File: config.mk
export PLATFORM = sky130hd
export DESIGN_NAME = hb_scp_guard
export DESIGN_NICKNAME = d
export VERILOG_FILES = /design/src/rtl/scp_pkg.sv /design/src/rtl/scp_rst_sync.sv /design/src/rtl/scp_run_filter.sv /design/src/rtl/scp_bridge_latch.sv /design/src/rtl/hb_scp_guard.sv
export SDC_FILE = /design/constraint.sdc
export NUM_CORES = 1
export LEC_CHECK = 0
export BUFFER_PORTS_ARGS = -buffer_cell sky130_fd_sc_hd__buf_2
export CELL_PAD_IN_SITES_DETAIL_PLACEMENT = 0
export CELL_PAD_IN_SITES_GLOBAL_PLACEMENT = 1
export CORE_MARGIN = 10
export CORE_UTILIZATION = 49
export DETAILED_ROUTE_END_ITERATION = 10
export PLACE_DENSITY_LB_ADDON = 0.1
export SLEW_MARGIN = 20
export SYNTH_ARGS = -nofsm -noshare
export SYNTH_HDL_FRONTEND = slang
export SYNTH_SLANG_ARGS = --single-unit
File: constraint.sdc
create_clock -name clk -period 2.2 [get_ports clk]
set_input_delay 0.44 -clock clk [delete_from_list [all_inputs] [get_ports clk]]
set_output_delay 0.44 -clock clk [all_outputs]
set_load 0.01 [all_outputs]
File: src/rtl/scp_pkg.sv
package scp_pkg;

  localparam int SW_PER_BRIDGE = 2;

  // Switch index to the half bridge that owns it
  function automatic int bridge_of(input int sw);
    return sw / SW_PER_BRIDGE;
  endfunction

endpackage

File: src/rtl/scp_rst_sync.sv
module scp_rst_sync #(
  parameter int STAGES = 2
) (
  input  logic clk,
  input  logic rst_n,
  output logic rst_s_n
);

  logic [STAGES-1:0] sync_q;
  logic [STAGES-1:0] sync_d;

  always_comb begin
    sync_d = {sync_q[STAGES-2:0], 1'b1};
  end

  always_ff @(posedge clk or negedge rst_n) begin
    if (!rst_n) sync_q <= '0;
    else        sync_q <= sync_d;
  end

  assign rst_s_n = sync_q[STAGES-1];

endmodule

File: src/rtl/scp_run_filter.sv
// Counts an unbroken run of qualified overcurrent cycles for one switch.
module scp_run_filter #(
  parameter int FILT_CYCLES = 900
) (
  input  logic clk,
  input  logic rst_n,
  input  logic armed,
  input  logic oc,
  input  logic clr,
  output logic trip
);

  localparam int CW = (FILT_CYCLES > 1) ? $clog2(FILT_CYCLES) : 1;
  localparam logic [CW-1:0] LAST = CW'(FILT_CYCLES - 1);

  logic [CW-1:0] run_q;
  logic [CW-1:0] run_d;
  logic          run_en;
  logic          live;

  assign live = armed & oc & ~clr;

  always_comb begin
    run_en = 1'b1;
    run_d  = run_q;
    if (!live) begin
      run_d = '0;
    end else if (run_q != LAST) begin
      run_d = run_q + CW'(1);
    end else begin
      run_en = 1'b0;
    end
  end

  always_ff @(posedge clk or negedge rst_n) begin
    if (!rst_n)      run_q <= '0;
    else if (run_en) run_q <= run_d;
  end

  assign trip = live & (run_q == LAST);

endmodule

File: src/rtl/scp_bridge_latch.sv
// Sticky short-circuit fault for one half bridge; clear has priority.
module scp_bridge_latch (
  input  logic clk,
  input  logic rst_n,
  input  logic trip_any,
  input  logic clr,
  output logic fault
);

  logic fault_d;
  logic fault_en;

  always_comb begin
    fault_en = clr | trip_any;
    fault_d  = clr ? 1'b0 : 1'b1;
  end

  always_ff @(posedge clk or negedge rst_n) begin
    if (!rst_n)        fault <= 1'b0;
    else if (fault_en) fault <= fault_d;
  end

endmodule

File: src/rtl/hb_scp_guard.sv
module hb_scp_guard #(
  parameter int NUM_BRIDGES = 2,
  parameter int FILT_CYCLES = 900,
  parameter int SYNC_STAGES = 2
) (
  input  logic                                       clk,
  input  logic                                       rst_n,
  input  logic [NUM_BRIDGES*scp_pkg::SW_PER_BRIDGE-1:0] gate_cmd,
  input  logic [NUM_BRIDGES*scp_pkg::SW_PER_BRIDGE-1:0] oc_det,
  input  logic [NUM_BRIDGES*scp_pkg::SW_PER_BRIDGE-1:0] uv_flag,
  input  logic                                       err_clr,
  output logic [NUM_BRIDGES*scp_pkg::SW_PER_BRIDGE-1:0] kill,
  output logic                                       err_n
);

  import scp_pkg::*;

  localparam int NSW = NUM_BRIDGES * SW_PER_BRIDGE;

  logic                   rst_s_n;
  logic [NSW-1:0]         sw_trip;
  logic [NUM_BRIDGES-1:0] sc_latch;

  scp_rst_sync #(.STAGES(SYNC_STAGES)) u_rst_sync (
    .clk     (clk),
    .rst_n   (rst_n),
    .rst_s_n (rst_s_n)
  );

  for (genvar s = 0; s < NSW; s++) begin : g_sw
    localparam int B = bridge_of(s);
    logic armed;
    assign armed = gate_cmd[s] & ~sc_latch[B];

    scp_run_filter #(.FILT_CYCLES(FILT_CYCLES)) u_filt (
      .clk   (clk),
      .rst_n (rst_s_n),
      .armed (armed),
      .oc    (oc_det[s]),
      .clr   (err_clr),
      .trip  (sw_trip[s])
    );

    assign kill[s] = sc_latch[B] | uv_flag[s];
  end

  for (genvar b = 0; b < NUM_BRIDGES; b++) begin : g_br
    scp_bridge_latch u_latch (
      .clk      (clk),
      .rst_n    (rst_s_n),
      .trip_any (|sw_trip[b*SW_PER_BRIDGE +: SW_PER_BRIDGE]),
      .clr      (err_clr),
      .fault    (sc_latch[b])
    );
  end

  assign err_n = ~((|sc_latch) | (|uv_flag));

endmodule

=== After elaboration in Yosys (flattened, before gate mapping) ===
Index checks and enable logic that the tools add are counted.

* Output and inout bits: 5
* Logic and storage cells: 75
* Register bits after elaboration: 44
* Input bits: 15

* Reduce and logical (&&, ||, !) cells: 8
* Mux-type cells: 17
* Bitwise operators: 27
* Eq/ne operators: 12
* Add/sub/neg operators: 4

{| class="wikitable"
|+ Operators with widths
! kind !! count
|-
| two-way mux 10 bit || 8
|-
| adder 10 x 1 -> 10 bit, second input constant || 4
|-
| equality test 10 bit, second input constant || 4
|-
| != test 10 bit, second input constant || 4
|-
| AND 1 bit || 16
|-
| two-way mux 1 bit || 9
|-
| != test 2 bit, second input constant || 4
|-
| AND reduction 2 bit || 4
|-
| OR 1 bit || 7
|-
| OR reduction 2 bit || 3
|-
| NOT 1 bit || 4
|-
| OR reduction 4 bit || 1
|}

=== Logic depth before layout (Yosys ltp) ===
Gate-level depths: netlist (run 1).

* Depth after elaboration: 7
* Gate-level depth with buffers: 4
* Gate-level depth less buffers: 4

=== By module ===
From an unflattened synthesis (run 1), not the netlist that was laid out.

* Cells, all modules: 238
* Area total of the unflattened synthesis: 2344.7 um2

{| class="wikitable"
|+ By module, submodules not included
! module !! seq. area each (um2) !! instances !! cells an instance !! area each (um2)
|-
| scp_run_filter || 250.2 || 4 || 55 || 531.8
|-
| hb_scp_guard || 0.0 || 1 || 11 || 93.8
|-
| scp_bridge_latch || 25.0 || 2 || 2 || 35.0
|-
| scp_rst_sync || 50.0 || 1 || 3 || 53.8
|}

=== Worst setup path before layout (run 1) ===
Ideal clock, no wire load.

* Path kind: input-to-output
* From: input port uv_flag[1] in the netlist's numbering
* To: output port err_n
* Buffers on the path: 0
* Stages on the path: 2
* Data required time: 1.760 ns
* Path slack: 0.592 ns
* Data arrival time: 1.168 ns
* Cells stage by stage: or2_2 > nor4_1

* Word-level cells in the longest chain between the ends: 3

{| class="wikitable"
|+ RTL lines
! element !! RTL line !! text
|-
| start, declared || hb_scp_guard.sv:10 || <nowiki>input logic [NUM_BRIDGES*scp_pkg::SW_PER_BRIDGE-1:0] uv_flag,</nowiki>
|-
| OR reduction 4 bit || hb_scp_guard.sv:57 || <nowiki>assign err_n = ~((|sc_latch) | (|uv_flag));</nowiki>
|-
| OR 1 bit || hb_scp_guard.sv:57 ||
|-
| NOT 1 bit || hb_scp_guard.sv:57 ||
|-
| end, declared || hb_scp_guard.sv:13 || <nowiki>output logic err_n</nowiki>
|}

Every way passes these cells.

=== Final worst setup path (run 1) ===
* From: register g_br[0].u_latch.fault
* To: output port err_n

* Word-level cells in the longest chain between the ends: 3

{| class="wikitable"
|+ RTL lines
! element !! RTL line !! text
|-
| start, declared || scp_bridge_latch.sv:7 || <nowiki>output logic fault</nowiki>
|-
| start signal, assigned || scp_bridge_latch.sv:20 || <nowiki>else if (fault_en) fault <= fault_d;</nowiki>
|-
| OR reduction 2 bit || hb_scp_guard.sv:57 ||
|-
| OR 1 bit || hb_scp_guard.sv:57 ||
|-
| NOT 1 bit || hb_scp_guard.sv:57 ||
|}

Every way passes these cells.

==> key figures, run 1 <==
Die
  – Starting Density: 0.517
  – Cell Rows: 24
  – Die Width: 88.5 µm
  – Ports: 20
  – Core ar.: 4440 µm²
  – Die area: 7830 µm²
  – Height of the die: 88.5 µm

STA
  – Final hold violations: 0
  – Setup violations, final: 0
  – Max Fclk: 0.537 GHz
  – Post-route setup slack: roughly 0.34 ns
  – Worst hold margin: 0.0920 ns
  – Final Max Tran Viols: 0
  – Setup TNS: 0 ns
  – Final Skew: roughly 0.0061 ns
  – Min Tclk post-route: 1.86 ns
  – Max_slew headroom: 0.660
  – Final period utilization: 0.846
  – Unrepaired setup endpoints after global routing: no
  – Worst-margin pin slew: around 0.51 ns

Global routing
  – Vias in the first global route: 1768
  – GR Overflow Total: 0
  – Global-route usage over all layers: 0.133
  – Largest net degree at the start of global routing: 37
  – Initial antenna violation count: 0
  – Global-route wire length before repair: ~8400 µm

Clock network
  – Sink Count: 44
  – TritonCTS buffer count: 5
  – CTS Root Cell: clkbuf_8
  – CTS tree: built
  – Post-CTS setup buffer count: 0
  – H-tree depth: 2
  – Reg clk slew, reported paths: 0.08 ns
  – Max Root-Sink Buffers: 2
  – Skew-Pair Late Insertion Delay: just under 0.3 ns

Route
  – DRC errors left: 0
  – Final wirelength: approximately 4900 µm
  – Initial drt markers: between 80 and 90
  – Vias/cell: just under 6
  – Wirelength per Cell: 15.2 µm
  – Routed via count: roughly 1900
  – DR pass1 iterations: 4
  – Post-route ant nets: 0

Logic synthesis
  – Syn Nets: between 200 and 300
  – Post-synthesis cell count: 243
  – Simple-gate share of the synthesized area: 0.281
  – Synth cell types: 38
  – Largest family of logic cells by synthesized area: simple AND/OR/NAND/NOR gates
  – Synthesized cell area: 2300 µm²
  – XOR/XNOR Fraction of Synth Area: 0.0343
  – Synth Area in Compound Gates: 0.150
  – Post-synthesis mux area share: 0.00871
  – Post-Syn Area per Cell: roughly 9.5 µm²
  – Asr flop ratio synth: 1.00
  – Number of synthesized flops with an enable pin: 0
  – #FFs+latches synth: 44
  – Yosys warns: 0
  – Ys flop type: dfrtp_1
  – Sequential share of the synthesized area: 0.479
  – Synth Area in Adders: 0.0218

Critical path
  – R2R Path Start: g_sw[2].u_filt.run_q[5]
  – Slowest CP cell: dfrtp_1
  – Critical path required time: about 1.8 ns
  – Critical Setup Path Class: flop to output port
  – Crit start category: flop
  – Crit path max fanout: 6
  – Crit path from: g_br[0].u_latch.fault
  – Worst path cell trace: or2_2, nor4_1, buf_2
  – Worst EP arrival: 1.42 ns
  – Critical Path Sink Type: output port
  – Highest cell delay on the worst timing path: roughly 0.43 ns

Outcome
  – Status: finished clean

Placement
  – DP Worst Slack: roughly 0.57 ns
  – Final Wtd Congestion: about 0.77
  – # port buffers: 19
  – Cells after DPL: 313
  – DP Wirelength: ~3500 µm
  – Area after DPL: roughly 2500 µm²

Finish
  – Area grow syn2layout: 11.3%
  – Commonest cells after routing, fill and taps aside: 43 x dfrtp_1, 26 x a21oi_1, 19 x buf_2
  – Fin area: 2560 µm²
  – Most common cell after layout, fill and taps aside: dfrtp_1
  – Share of layout cells above drive strength 1: 0.133
  – Fillers: 409
  – Ant diodes: 0
  – Layout Cells excl Fill: 322
  – # nets final: 288

Power and ir drop
  – Peak supply drop: about 0.4 mV
  – Pwr dens: about 540 nW/µm²
  – Leak: 0.989 nW

Run
  – Max cap viols: 0

Min path
  – Hold Path Class: flop to asynchronous set/reset pin
-- cell usage after synthesis (3+ instances only) --
master | number | share of area
dfrtp_1 | 44 | 0.48
a21oi_1 | 26 | 0.057
nand3_1 | 18 | 0.039
or3_1 | 16 | 0.044
nand2_1 | 15 | 0.024
o21ai_0 | 14 | 0.030
nor2_1 | 12 | 0.020
inv_1 | 10 | 0.016
o31ai_1 | 9 | 0.029
xor2_1 | 8 | 0.030
nor4_1 | 7 | 0.019
or4_1 | 7 | 0.023
nand2b_1 | 6 | 0.016
nor3_1 | 6 | 0.013
nand4_1 | 5 | 0.014
ha_1 | 4 | 0.022
or2_2 | 4 | 0.011
clkbuf_1 | 3 | 0.0049
nand4b_1 | 3 | 0.011
nand4bb_1 | 3 | 0.015
-- worst paths after layout --
path / endpoint / slack, ns / cells after the start
min reg2reg: g_sw[3].u_filt.run_q[1] / 0.09 / 0
min in group clk: u_rst_sync.sync_q[1] / 0.37 / 0
max in group asynchronous: g_sw[0].u_filt.run_q[9] / 1.44 / 1
min: g_sw[3].u_filt.run_q[1] / 0.09 / 0
max reg2reg: g_sw[2].u_filt.run_q[1] / 0.59 / 3
max: err_n / 0.34 / 3
-- timing repair --
| action | in CTS | in global routing |
|---|---|---|
| endpoints found under the hold margin | 2 | 0 |
| hold buffers | 1 | 0 |
| gates resized for setup | 0 | 0 |
-- layout make-up --
| class | instances | area, µm² | area share |
|---|---|---|---|
| clock buffers | 7 | 76.3 | 0.0298 |
| clock inverters | 1 | 5.00 | 0.00196 |
| inverters | 10 | 37.5 | 0.0147 |
| multi-input cells | 185 | 1140 | 0.447 |
| flip-flops and latches | 44 | 1100 | 0.431 |
| well taps | 52 | 65.1 | 0.0254 |
| repair buffers | 23 | 128 | 0.0499 |
-- flip-flops by register name, indices dropped and copies added, names as in the netlist --
| name | flops |
|---|---|
| g_br.u_latch.fault | 2 |
| u_rst_sync.sync_q | 2 |
| g_sw.u_filt.run_q | 40 |
-- per-layer routing --
metal  track usage  up-vias  part of all wire
met3        0.0331        5             0.033
li1              -      969                 -
met1         0.178      882              0.50
met5             0        -                 0
met2         0.207       20              0.46
met4        0.0426        0            0.0094
-- critical path, delay by kind of cell, from the launching register on --
family / cells / cell delay [ns]
and+or+nand+nor: 2 / 0.53
buffers and inverters: 1 / 0.17
DFF: 1 / 0.43
-- through the flow --
stage | total power [mW] | utilization
final | 1.38 | 0.576
after global routing | 1.44 | 0.576
after CTS | 1.40 | 0.576
after detailed placement | 0.909 | 0.555
after global placement | 0.908 | 0.555
after floorplan | 0.873 | -
-- report_power, final --
part	leakage, nW	internal (mW)	total [mW]	switching, mW
combinational	0.339	0.0287	0.0706	0.0419
sequential	0.607	0.814	0.821	0.00738
clock	0.0422	0.223	0.485	0.262
-- kinds of logic (layout without fill, tap and decap cells) --
| logic type | count (synthesis) | count (layout) |
|---|---|---|
| adder cells (fa/ha/maj) | 4 | 4 |
| buffers and inverters | 14 | 41 |
| AND/OR/NAND/NOR | 111 | 111 |
| XOR/XNOR | 9 | 9 |
| AO/OA/AOI/OAI | 58 | 58 |
| flip-flops | 44 | 44 |
| multiplexers | 2 | 2 |
| other | 1 | 1 |
Note: power is estimated with default switching activity, not from simulation.
==> run 2, diff against run 1 <==
CORE_UTILIZATION = 46   (was 49)
clock period = 1.8 ns   (was 2.2 ns; I/O delays follow)
==> key figures, run 2 (synthesized netlist as in run 1, its figures left out) <==
Outcome
  – Status: finished clean

Finish
  – Ant diodes: 0
  – Share of layout cells above drive strength 1: 0.160
  – Biggest register: g_sw.u_filt.run_q
  – Commonest cells after routing, fill and taps aside: 42 x dfrtp_1, 26 x a21oi_1, 19 x buf_2
  – Register Area: 1100 µm²
  – Final Util: 0.554
  – Area grow syn2layout: 15.2%
  – Layout Cells excl Fill: 342
  – # nets final: 294
  – Most common cell after layout, fill and taps aside: dfrtp_1
  – Top flop regs: g_sw.u_filt.run_q (40), g_br.u_latch.fault (2), u_rst_sync.sync_q (2)
  – Max reg flops: 40
  – Fillers: 453
  – Area occupied by multi-input gates: 1160 µm²

Route
  – Post-route ant nets: 0
  – Vias/cell: between 5 and 6
  – Highest metal used: met4
  – Routed via count: 1935
  – Wirelength per Cell: 14.7 µm
  – Metal-1 WL: 2460 µm
  – Final wirelength: 5040 µm
  – Met2 wire len: between 2000 and 2500 µm
  – WL met3: 211 µm
  – DRC errors left: 0
  – Initial drt markers: 102
  – DR pass1 iterations: 4

STA
  – Worst-margin pin slew: between 0.5 and 0.6 ns
  – Max Fclk: between 0.5 and 0.6 GHz
  – Final Skew: between 0.006 and 0.007 ns
  – Final period utilization: 0.959
  – Min Tclk post-route: 1.73 ns
  – Setup violations, final: 0
  – Max_slew headroom: 0.652
  – Final hold violations: 0
  – Final Max Tran Viols: 0

Global routing
  – Global-route usage over all layers: 0.128
  – GR Overflow Total: 0
  – Initial antenna violation count: 0
  – Vias in the first global route: 1880
  – Largest net degree at the start of global routing: 34
  – Global-route wire length before repair: between 8000 and 9000 µm

Die
  – Height of the die: 90.7 µm
  – Core ar.: 4790 µm²
  – Die Width: 90.7 µm
  – Ports: 20
  – Cell Rows: 25
  – Die area: 8230 µm²
  – Starting Density: 0.481

Clock network
  – H-tree depth: 2
  – TritonCTS buffer count: 5
  – CTS Root Cell: clkbuf_8
  – CTS tree: built
  – Sink Count: 44
  – Skew-Pair Late Insertion Delay: roughly 0.30 ns
  – Reg clk slew, reported paths: roughly 0.080 ns
  – Max Root-Sink Buffers: 2

Placement
  – Final Wtd Congestion: 0.746
  – # port buffers: 19
  – DP Wirelength: 3690 µm
  – Cells after DPL: about 330

Run
  – Max cap viols: 0

Critical path
  – Critical Path Sink Type: output port
  – Critical Setup Path Class: flop to output port
  – Crit start category: flop
  – Critical path required time: 1.44 ns
  – R2R setup slack: around 0.21 ns
  – Worst EP arrival: 1.37 ns
  – Crit path max fanout: 2

Power and ir drop
  – Total power: around 1.7 mW
  – Leak: slightly above 1 nW
  – Peak supply drop: 0.418 mV
  – Pwr dens: approximately 640 nW/µm²

Min path
  – Hold Path Class: flop to asynchronous set/reset pin
run 2: cell count changes in the layout (fill, tap and decap cells not counted):
| cell | delta |
|---|---|
| nor4_4 | +1 |
| or2_2 | -1 |
| clkbuf_1 | -1 |
| buf_4 | +5 |
| buf_12 | +1 |
| or2_4 | +1 |
| dfrtp_1 | -1 |
| dfrtp_2 | +1 |
| nor4_1 | -1 |
run 2: timing repair:
item,in CTS,in global routing
gates resized for setup,2,2
endpoints found under the hold margin,2,0
buffers inserted,1,1
hold buffers,1,0
setup endpoints to repair,1,1
run 2: where the power goes:
part	internal [mW]	total, mW	switching, mW
combinational	0.0409	0.0939	0.0530
sequential	0.994	1.01	0.0118
clock	0.264	0.595	0.331
total	1.30	1.70	0.396
run 2: layout make-up:
class	instances	share of cell area
multi-input combinational	185	0.439
sequential	44	0.416
tap	67	0.0316
clock buffer	6	0.0274
timing repair buffer	29	0.0699
inverter	10	0.0142
clock inverter	1	0.00189
run 2: routing by layer:
layer	vias up	track usage
li1	974	-
met1	933	0.164
met2	22	0.198
met3	6	0.0399
met4	0	0.0398
met5	-	0
run 2: critical path, cell delays in order (launching register included):
cell	delay, ns
dfrtp_2	0.41
or2_2	0.34
nor4_4	0.15
buf_2	0.18
run 2: final timing paths:
check,to,cells past startpoint,start
worst min register to register,g_sw[2].u_filt.run_q[0],0,u_rst_sync.sync_q[1]
worst min-delay path,g_sw[2].u_filt.run_q[0],0,u_rst_sync.sync_q[1]
worst max register to register,g_sw[2].u_filt.run_q[1],3,g_sw[2].u_filt.run_q[5]
max in group asynchronous,g_sw[2].u_filt.run_q[3],1,u_rst_sync.sync_q[1]
min in group clk,u_rst_sync.sync_q[1],0,u_rst_sync.sync_q[0]
worst max-delay path,err_n,3,g_br[1].u_latch.fault
run 2: through the flow:
step	setup WS [ns]	hold WS (ns)	setup TNS, ns	cell area, µm²
final	0.0742	0.144	0	2650
after global routing	-0.00254	0.167	-0.00254	2650
after CTS	0.00495	0.151	0	2630
after detailed placement	0.239	0.144	0	2530
after global placement	0.182	0.145	0	2530
after floorplan	0.273	0.0644	0	2300
